$ cat src/rtl/ilu_pkg.sv
package ilu_pkg;

    localparam int SZ_W = 2;

    typedef enum logic [SZ_W-1:0] {
        SZ_BYTE = 2'd0,
        SZ_HALF = 2'd1,
        SZ_WORD = 2'd2,
        SZ_DBL  = 2'd3
    } ld_size_e;

    typedef enum logic [1:0] {
        ST_IDLE = 2'd0,
        ST_REQ  = 2'd1,
        ST_WAIT = 2'd2,
        ST_WB   = 2'd3
    } ilu_state_e;

endpackage

$ cat src/rtl/ilu_legal_chk.sv
module ilu_legal_chk
    import ilu_pkg::*;
#(
    parameter int IDX_W = 5
) (
    input  logic [SZ_W-1:0]  size_i,
    input  logic             sign_i,
    input  logic             rev_i,
    input  logic             upd_i,
    input  logic [IDX_W-1:0] ra_idx_i,
    input  logic [IDX_W-1:0] rt_idx_i,
    output logic             legal_o
);

    logic combo_ok;
    logic upd_ok;

    always_comb begin
        case (ld_size_e'(size_i))
            SZ_BYTE: combo_ok = !sign_i && !rev_i;
            SZ_HALF: combo_ok = !(sign_i && rev_i);
            SZ_WORD: combo_ok = !(sign_i && rev_i);
            SZ_DBL:  combo_ok = !sign_i;
            default: combo_ok = 1'b0;
        endcase
        upd_ok  = !upd_i || (!rev_i && (ra_idx_i != '0) && (ra_idx_i != rt_idx_i));
        legal_o = combo_ok && upd_ok;
    end

endmodule

$ cat src/rtl/ilu_addr_gen.sv
module ilu_addr_gen #(
    parameter int XLEN  = 64,
    parameter int IDX_W = 5
) (
    input  logic             upd_i,
    input  logic [IDX_W-1:0] ra_idx_i,
    input  logic [XLEN-1:0]  ra_val_i,
    input  logic [XLEN-1:0]  rb_val_i,
    output logic [XLEN-1:0]  ea_o
);

    logic            zero_base;
    logic [XLEN-1:0] base;

    always_comb begin
        zero_base = !upd_i && (ra_idx_i == '0);
        base      = zero_base ? '0 : ra_val_i;
        ea_o      = base + rb_val_i;
    end

endmodule

$ cat src/rtl/ilu_fmt.sv
module ilu_fmt
    import ilu_pkg::*;
#(
    parameter int XLEN = 64
) (
    input  logic [XLEN-1:0] raw_i,
    input  logic [SZ_W-1:0] size_i,
    input  logic            sign_i,
    input  logic            rev_i,
    output logic [XLEN-1:0] res_o
);

    localparam int NB = XLEN / 8;

    int   nbytes;
    int   msb_byte;
    logic top_bit;

    always_comb begin
        nbytes   = 1 << size_i;
        msb_byte = rev_i ? nbytes - 1 : 0;
        top_bit  = raw_i[msb_byte*8 + 7];
        res_o    = '0;
        for (int j = 0; j < NB; j++) begin
            if (j < nbytes) begin
                if (rev_i) begin
                    res_o[j*8 +: 8] = raw_i[j*8 +: 8];
                end else begin
                    res_o[j*8 +: 8] = raw_i[(nbytes-1-j)*8 +: 8];
                end
            end else begin
                res_o[j*8 +: 8] = (sign_i && top_bit) ? 8'hFF : 8'h00;
            end
        end
    end

endmodule

$ cat src/rtl/idx_load_unit.sv
module idx_load_unit
    import ilu_pkg::*;
#(
    parameter int XLEN  = 64,
    parameter int IDX_W = 5
) (
    input  logic             clk,
    input  logic             rst_n,
    input  logic             op_valid_i,
    output logic             op_ready_o,
    input  logic [SZ_W-1:0]  op_size_i,
    input  logic             op_sign_i,
    input  logic             op_rev_i,
    input  logic             op_upd_i,
    input  logic [IDX_W-1:0] op_ra_idx_i,
    input  logic [IDX_W-1:0] op_rt_idx_i,
    input  logic [XLEN-1:0]  op_ra_val_i,
    input  logic [XLEN-1:0]  op_rb_val_i,
    output logic             illegal_o,
    output logic             mem_req_valid_o,
    input  logic             mem_req_ready_i,
    output logic [XLEN-1:0]  mem_addr_o,
    output logic [SZ_W-1:0]  mem_size_o,
    input  logic             mem_rsp_valid_i,
    input  logic [XLEN-1:0]  mem_rsp_data_i,
    output logic             rt_we_o,
    output logic [IDX_W-1:0] rt_idx_o,
    output logic [XLEN-1:0]  rt_data_o,
    input  logic             rt_ack_i,
    output logic             ra_we_o,
    output logic [IDX_W-1:0] ra_idx_o,
    output logic [XLEN-1:0]  ra_data_o,
    input  logic             ra_ack_i
);

    typedef struct packed {
        ilu_state_e       st;
        logic [XLEN-1:0]  ea;
        logic [SZ_W-1:0]  size;
        logic             sign;
        logic             rev;
        logic             upd;
        logic [IDX_W-1:0] ra_idx;
        logic [IDX_W-1:0] rt_idx;
        logic [XLEN-1:0]  rt_data;
        logic             rt_pend;
        logic             ra_pend;
        logic             illegal;
    } ilu_regs_t;

    ilu_regs_t q, d;

    logic            op_legal;
    logic [XLEN-1:0] ea_calc;
    logic [XLEN-1:0] fmt_res;

    ilu_legal_chk #(.IDX_W(IDX_W)) u_legal (
        .size_i   (op_size_i),
        .sign_i   (op_sign_i),
        .rev_i    (op_rev_i),
        .upd_i    (op_upd_i),
        .ra_idx_i (op_ra_idx_i),
        .rt_idx_i (op_rt_idx_i),
        .legal_o  (op_legal)
    );

    ilu_addr_gen #(.XLEN(XLEN), .IDX_W(IDX_W)) u_addr (
        .upd_i    (op_upd_i),
        .ra_idx_i (op_ra_idx_i),
        .ra_val_i (op_ra_val_i),
        .rb_val_i (op_rb_val_i),
        .ea_o     (ea_calc)
    );

    ilu_fmt #(.XLEN(XLEN)) u_fmt (
        .raw_i  (mem_rsp_data_i),
        .size_i (q.size),
        .sign_i (q.sign),
        .rev_i  (q.rev),
        .res_o  (fmt_res)
    );

    always_comb begin
        d         = q;
        d.illegal = 1'b0;
        case (q.st)
            ST_IDLE: begin
                if (op_valid_i) begin
                    if (op_legal) begin
                        d.st     = ST_REQ;
                        d.ea     = ea_calc;
                        d.size   = op_size_i;
                        d.sign   = op_sign_i;
                        d.rev    = op_rev_i;
                        d.upd    = op_upd_i;
                        d.ra_idx = op_ra_idx_i;
                        d.rt_idx = op_rt_idx_i;
                    end else begin
                        d.illegal = 1'b1;
                    end
                end
            end
            ST_REQ: begin
                if (mem_req_ready_i) begin
                    d.st = ST_WAIT;
                end
            end
            ST_WAIT: begin
                if (mem_rsp_valid_i) begin
                    d.rt_data = fmt_res;
                    d.rt_pend = 1'b1;
                    d.ra_pend = q.upd;
                    d.st      = ST_WB;
                end
            end
            ST_WB: begin
                d.rt_pend = q.rt_pend && !rt_ack_i;
                d.ra_pend = q.ra_pend && !ra_ack_i;
                if (!d.rt_pend && !d.ra_pend) begin
                    d.st = ST_IDLE;
                end
            end
            default: d.st = ST_IDLE;
        endcase
    end

    always_ff @(posedge clk or negedge rst_n) begin
        if (!rst_n) begin
            q <= '0;
        end else begin
            q <= d;
        end
    end

    assign op_ready_o      = (q.st == ST_IDLE);
    assign illegal_o       = q.illegal;
    assign mem_req_valid_o = (q.st == ST_REQ);
    assign mem_addr_o      = q.ea;
    assign mem_size_o      = q.size;
    assign rt_we_o         = (q.st == ST_WB) && q.rt_pend;
    assign rt_idx_o        = q.rt_idx;
    assign rt_data_o       = q.rt_data;
    assign ra_we_o         = (q.st == ST_WB) && q.ra_pend;
    assign ra_idx_o        = q.ra_idx;
    assign ra_data_o       = q.ea;


    req_hold_chk: assert property (@(posedge clk) disable iff (!rst_n)
        mem_req_valid_o && !mem_req_ready_i |=>
            mem_req_valid_o && $stable(mem_addr_o) && $stable(mem_size_o));


    illegal_quiet_chk: assert property (@(posedge clk) disable iff (!rst_n)
        illegal_o |-> !mem_req_valid_o && !rt_we_o && !ra_we_o);


    wb_pair_chk: assert property (@(posedge clk) disable iff (!rst_n)
        $rose(ra_we_o) |-> $rose(rt_we_o));


    busy_chk: assert property (@(posedge clk) disable iff (!rst_n)
        (mem_req_valid_o || rt_we_o || ra_we_o) |-> !op_ready_o);


    rt_hold_chk: assert property (@(posedge clk) disable iff (!rst_n)
        rt_we_o && !rt_ack_i |=> rt_we_o && $stable(rt_data_o));

endmodule

$ cat config.mk
export PLATFORM = sky130hd
export DESIGN_NAME = idx_load_unit
export DESIGN_NICKNAME = d
export VERILOG_FILES = /design/src/rtl/ilu_pkg.sv /design/src/rtl/ilu_legal_chk.sv /design/src/rtl/ilu_addr_gen.sv /design/src/rtl/ilu_fmt.sv /design/src/rtl/idx_load_unit.sv
export SDC_FILE = /design/constraint.sdc
export NUM_CORES = 1
export LEC_CHECK = 0
export BUFFER_PORTS_ARGS = -buffer_cell sky130_fd_sc_hd__buf_2
export CAP_MARGIN = 10
export CORE_ASPECT_RATIO = 1.2
export CORE_MARGIN = 4
export CORE_UTILIZATION = 49
export CTS_CLUSTER_DIAMETER = 30
export DETAILED_ROUTE_END_ITERATION = 10
export HOLD_SLACK_MARGIN = 0.05
export PLACE_DENSITY_LB_ADDON = 0.15
export SETUP_SLACK_MARGIN = 0.4
export SLEW_MARGIN = 20
export SYNTH_ARGS = -nofsm -noshare
export SYNTH_HDL_FRONTEND = slang
export SYNTH_SLANG_ARGS = --single-unit
$ cat constraint.sdc
create_clock -name clk -period 4.2 [get_ports clk]
set_input_delay 0.63 -clock clk [delete_from_list [all_inputs] [get_ports clk]]
set_output_delay 0.63 -clock clk [all_outputs]
set_load 0.02 [all_outputs]
==> impl_metrics.tcl, run 1 <==
set metrics [dict create \
    status "finished, final reports clean" \
    peakVddDrop_v 0.0004097 \
    numCtsBuffers 17 \
    cts_sinks 148 \
    hold_ws_ns 0.2561 \
    skew_ns 0.006519 \
    setup_viol 0 \
    power_mw 11.88 \
    place_hpwl_um 41440 \
    syn-num-nets 1994 \
    ant_nets 0 \
    yosysUniqueCellTypes 91 \
    final_cell_mix "419 x buf_2, 250 x nand2_1, 161 x buf_4" \
    postSynthCellCount 1699 \
    die_h_um 197.4 \
    synth_top_family_by_area "compound AO/OA/AOI/OAI gates" \
    slew_headroom 0.2245 \
    fp.dieArea_um2 32750 \
    slowest_stage "or4_4" \
    h-tree-depth 4 \
    powerDensity_nw_per_um2 672.4 \
    grt_usage 0.3077 \
    path_buf_inv 4 \
    ys_seq_area_frac 0.2528 \
    cap_violations 0 \
    gp_congestion 0.9649 \
    drc 0 \
    crit_chain "buf_6, or4_4, nor3_4, buf_6, clkbuf_16, buf_6, nor2b_4, ha_4, a21o_1, a21oi_2, o221a_1, a211oi_2, o2111ai_2, and2_4, o21a_1, o21bai_1, xnor2_1, o21ai_1" \
    crit_path_end_kind "flip-flop" \
    timing.fmax_ghz 0.2599 \
    grt_pass1_wl_um 79430 \
    hold_class "input pin to asynchronous set/reset pin" \
    synthAdderAreaFrac 0.06968 \
    period_share 0.9161 \
    synthMuxAreaShare 0.1268 \
    clk_pin_slew_worst_paths_ns 0.07 \
    yosys_register_bits 148 \
    worst_setup_path_start_kind "input pin" \
    worst_pin_slew_ns 1.163 \
    dr.pass1.iters 8 \
    worstPathArrival_ns 4.16 \
    required_ns 4.51 \
    path_class "input pin to flip-flop" \
    layout_commonest_cell "buf_2" \
    gr-total-overflow 0 \
    drive_above_1_share 0.3969 \
    clk_latency_ns 0.43 \
    grt_antenna_before_repair 6 \
    synth_compound_area_frac 0.2074 \
    fin_nets 2300 \
    clockRootBuffer "clkbuf_16" \
    critPathLaunch "op_ra_idx_i[0]" \
    clk_path_buf_depth 2 \
    pin_count 423 \
    crit_family "compound AO/OA/AOI/OAI gates" \
    io_buffers 422 \
    utilization 0.5983 \
    syn_area_um2 14650 \
    wl_per_cell_um 21.91 \
    yosysTopAreaCellShare 0.2528 \
    path_common_cell "buf_6" \
    grt_max_degree 87 \
    core.rowCount 69 \
    synth_warnings 0 \
    slew_violations 0 \
    grt_pass1_vias 13980 \
    layout_min_cycle_time_ns 3.848 \
    synth_area_leaders "dfrtp_1 25%, buf_4 11%, mux4_2 9.2%, ha_1 6.8%, nand2_1 6.5%" \
    die_w_um 165.9 \
    r2r-start "mem_size_o[0]" \
    coreArea_um2 29530 \
    synthArstFlopShare 1.000 \
    syn_to_final_growth_pct 20.56 \
    leakage_nw 8.469 \
    floorplan.initialDensity 0.4963 \
    synth_xor_area_frac 0.03825 \
    critPathMaxFanout 8 \
    synth-main-ff-cell "dfrtp_1" \
    synth_edf_count 0 \
    wirelength_um 52870 \
    dr.first_iter.drc_count 1072 \
    viasPerCell 5.828 \
    hold_viol 0 \
    vias 14060 \
    cts_tree "done" \
    syn_area_per_cell_um2 8.624 \
    yosys.area.top_type "dfrtp_1" \
    rsz0062_at_grt "yes" \
    synthSimpleGateAreaFrac 0.1609 \
    cp_slowest_stage_delay_ns 0.55 \
]
## state kept, by name, indices dropped and copies added (netlist names)
register / cells
mem_addr_o: 64
rt_data_o: 64
ra_idx_o: 5
mem_size_o: 2
rt_idx_o: 5
q: 7
illegal_o: 1
## per-layer routing
metal  routed length (µm)  global-route usage  share of wire  up-vias
met4                 2943              0.1568          0.056        4
met2                26880              0.5477           0.51      640
li1                     -                   -              -     6536
met5                   23                   0        0.00044        -
met1                19860              0.3605           0.38     6751
met3                 3154             0.04924          0.060      133
## synthesized netlist by cell type, drive strengths merged (21+ instances only)
master	count
o21ai	156
nor2b	70
inv	33
clkbuf	64
a21o	31
a221oi	40
mux2	21
xnor2	39
a21oi	92
mux4	60
xor2	25
buf	246
ha	80
dfrtp	148
nor2	81
mux2i	27
nand2	254
nand3	21
nand4	21
## repair_timing
| item | CTS | global route |
|---|---|---|
| buffers inserted | 2 | 18 |
| pin swaps | 4 | 36 |
| gates resized for setup | 4 | 67 |
| hold buffers | 0 | 0 |
| cloned | 1 | 2 |
| endpoints found under the setup margin | 3 | 29 |
## cells by family (layout without fill, tap and decap cells)
kind of cell,Yosys count,in the layout
other cells,0,5
fa+ha+maj,81,81
simple gates,505,505
xor+xnor,64,64
buf+inv,344,663
mux,108,108
flops,148,148
compound gates,449,449
## stage by stage
stage	cell area, µm²	std cells	setup TNS, ns	worst slack [ns]
CTS	17150	2388	0	0.3996
detailed placement	16520	2353	-0.4375	-0.07879
global placement	16520	2353	-0.1779	-0.05730
finish	17670	2413	0	0.3523
global route	17660	2410	0	0.2347
floorplan	14700	1699	0	0.1461
## path summary, 6_finish.rpt
path | endpoint | slack (ns) | cells past startpoint
max | mem_addr_o[40] | 0.35 | 18
min | rt_data_o[42] | 0.26 | 1
max reg2reg | rt_data_o[18] | 0.61 | 9
min reg2reg | rt_data_o[19] | 0.47 | 2
max in group asynchronous | rt_data_o[56] | 3.05 | 2
min in group clk | rt_idx_o[4] | 0.42 | 3
## cell type report
class	instances	area [µm²]
Inverter	34	127.6
Tap cell	390	488.0
Clock inverter	14	140.1
Timing Repair Buffer	597	3585
Antenna cell	5	12.51
Multi-Input combinational cell	1207	9180
Clock buffer	18	429.2
Fill cell	2781	11860
Sequential cell	148	3704
## power breakdown
| group | internal (mW) | leakage (nW) | switching (mW) | total [mW] |
|---|---|---|---|---|
| Sequential | 2.09 | 1.84 | 0.530 | 2.62 |
| Combinational | 3.05 | 6.36 | 4.68 | 7.73 |
| Clock | 0.833 | 0.263 | 0.697 | 1.53 |
Note: power is estimated with default switching activity, not from simulation.
==> inputs of run 2 (changes only) <==
--- a/config.mk
+++ b/config.mk
@@ -7,9 +7,11 @@
 export LEC_CHECK = 0
 export BUFFER_PORTS_ARGS = -buffer_cell sky130_fd_sc_hd__buf_2
 export CAP_MARGIN = 10
+export CELL_PAD_IN_SITES_DETAIL_PLACEMENT = 0
+export CELL_PAD_IN_SITES_GLOBAL_PLACEMENT = 2
 export CORE_ASPECT_RATIO = 1.2
 export CORE_MARGIN = 4
-export CORE_UTILIZATION = 49
+export CORE_UTILIZATION = 31
 export CTS_CLUSTER_DIAMETER = 30
 export DETAILED_ROUTE_END_ITERATION = 10
 export HOLD_SLACK_MARGIN = 0.05
==> constraint.sdc (replaced) <==
create_clock -name clk -period 4.19 [get_ports clk]
set_input_delay 0.6285 -clock clk [delete_from_list [all_inputs] [get_ports clk]]
set_output_delay 0.6285 -clock clk [all_outputs]
set_load 0.02 [all_outputs]
==> impl_metrics.tcl, run 2 (synthesized netlist as in run 1, its figures left out) <==
set metrics [dict create \
    ant_nets 0 \
    path_class "input pin to flip-flop" \
    grt_usage 0.2287 \
    slew_violations 0 \
    layout_commonest_cell "buf_2" \
    hold_viol 0 \
    dr.pass1.iters 5 \
    grt_antenna_before_repair 7 \
    crit_chain "buf_6, or4_4, nor3_4, buf_12, buf_12, nor2b_1, ha_1, buf_6, nand4_1, nor4_4, nand3_1, o21a_4, nor3_4, o21ai_4, buf_4, o31ai_4, xnor2_2, o21ai_2" \
    leakage_nw 8.955 \
    status "finished, final reports clean" \
    holdBufCountCts 0 \
    power_mw 12.37 \
    utilization 0.4020 \
    syn_to_final_growth_pct 28.72 \
    gp_congestion 0.9501 \
    numCtsBuffers 17 \
    finalSetupTns_ns 0 \
    period_share 0.9253 \
    drive_above_1_share 0.4312 \
    setup_viol 0 \
    fin_cells 2724 \
    cts_sinks 148 \
    vias 14120 \
    h-tree-depth 4 \
    pre_cts_slack_ns -0.2709 \
    r2r-start "mem_size_o[0]" \
    fillCellCount 4885 \
    rsz0062_at_grt "yes" \
    core.rowCount 87 \
    pin_count 423 \
    clk_latency_ns 0.47 \
    skew_ns 0.008328 \
    dr.first_iter.drc_count 823 \
    fin_area_um2 18860 \
    place_hpwl_um 47790 \
    grt_max_degree 65 \
    cts_tree "done" \
    wl_per_cell_um 22.18 \
    viasPerCell 5.182 \
    hold_ws_ns 0.1004 \
    io_buffers 422 \
    clk_pin_slew_worst_paths_ns 0.07 \
    final_cell_mix "419 x buf_2, 249 x nand2_1, 225 x buf_4" \
    die_h_um 246.2 \
    placedCellCount 2648 \
    worstPathArrival_ns 4.22 \
    crit_family "simple AND/OR/NAND/NOR gates" \
    slowest_stage "or4_4" \
    fin_nets 2376 \
    clk_path_buf_depth 2 \
    timing.fmax_ghz 0.2579 \
    fp.dieArea_um2 50820 \
    die_w_um 206.5 \
    slew_headroom 0.2666 \
    hold_class "input pin to asynchronous set/reset pin" \
    grt_pass1_wl_um 87930 \
    cp_slowest_stage_delay_ns 0.55 \
    cap_violations 0 \
    wirelength_um 60410 \
    layout_min_cycle_time_ns 3.877 \
    worst_setup_path_start_kind "input pin" \
    clockRootBuffer "clkbuf_16" \
    setup_ws_ns 0.3128 \
    placed_cell_area_um2 17290 \
    drc 0 \
    critPathLaunch "op_ra_idx_i[4]" \
    gr-total-overflow 0 \
    path_buf_inv 5 \
    peakVddDrop_v 0.0003407 \
    powerDensity_nw_per_um2 655.7 \
    floorplan.initialDensity 0.3123 \
    crit_path_end_kind "flip-flop" \
    required_ns 4.54 \
    grt_pass1_vias 14470 \
    rrSetupSlack_ns 0.89 \
    critPathMaxFanout 8 \
    coreArea_um2 46920 \
    worst_pin_slew_ns 1.100 \
]
==> run 2: changes by cell type in the layout (fill, tap and decap cells not counted), moves of 4 or more <==
cell     delta
buf_4      +64
xnor2_2     +5
o21ai_0     -7
a21oi_1     -7
a21oi_2     +5
buf_6       +9
xnor2_1     -5
ha_1        +4
==> run 2: worst reg2reg max path, cell delays in order, from the launching register on <==
cell and delay (ns):
dfrtp_1 0.44, inv_1 0.22, ha_4 0.28, buf_4 0.62, mux2_2 0.43, nand2_1 0.06, o21ai_0 0.19, mux2_2 0.35
a221o_1 0.38, a22o_1 0.21
==> run 2: layer usage <==
layer / vias up / wire length (µm) / track usage
met3: 110 / 3263 / 0.03949
met4: 6 / 2729 / 0.09789
met5: - / 39 / 0
met1: 6848 / 23120 / 0.2638
li1: 6675 / - / -
met2: 477 / 31260 / 0.4131
==> run 2: power breakdown <==
part | switching [mW] | leakage [nW] | internal [mW]
Clock | 0.710 | 0.287 | 0.961
Combinational | 4.84 | 6.82 | 3.23
Sequential | 0.537 | 1.84 | 2.09
==> run 2: final timing paths <==
kind                                   to  cells past startpoint
max in group asynchronous  mem_addr_o[32]                      2
min in group clk              rt_idx_o[1]                      3
setup / recovery           mem_addr_o[54]                     18
hold reg to reg             rt_data_o[12]                      2
setup reg to reg            rt_data_o[58]                      9
hold / removal              rt_data_o[37]                      1
==> run 2: what timing repair did <==
item	CTS	global route
setup buffers	6	28
pin swaps	11	64
endpoints found under the setup margin	16	34
cloned	1	2
resized for setup	13	122
endpoints found under the hold margin	0	0
==> run 2: cell type report <==
type,count,area [µm²],share of cell area
clock buffer,19,442.9,0.02348
clock inverter,13,172.7,0.009155
multi-input combinational,1207,9383,0.4975
sequential,148,3704,0.1964
inverter,34,127.6,0.006767
timing repair buffer,673,4234,0.2245
tap,623,779.5,0.04133
antenna,7,17.52,0.0009288
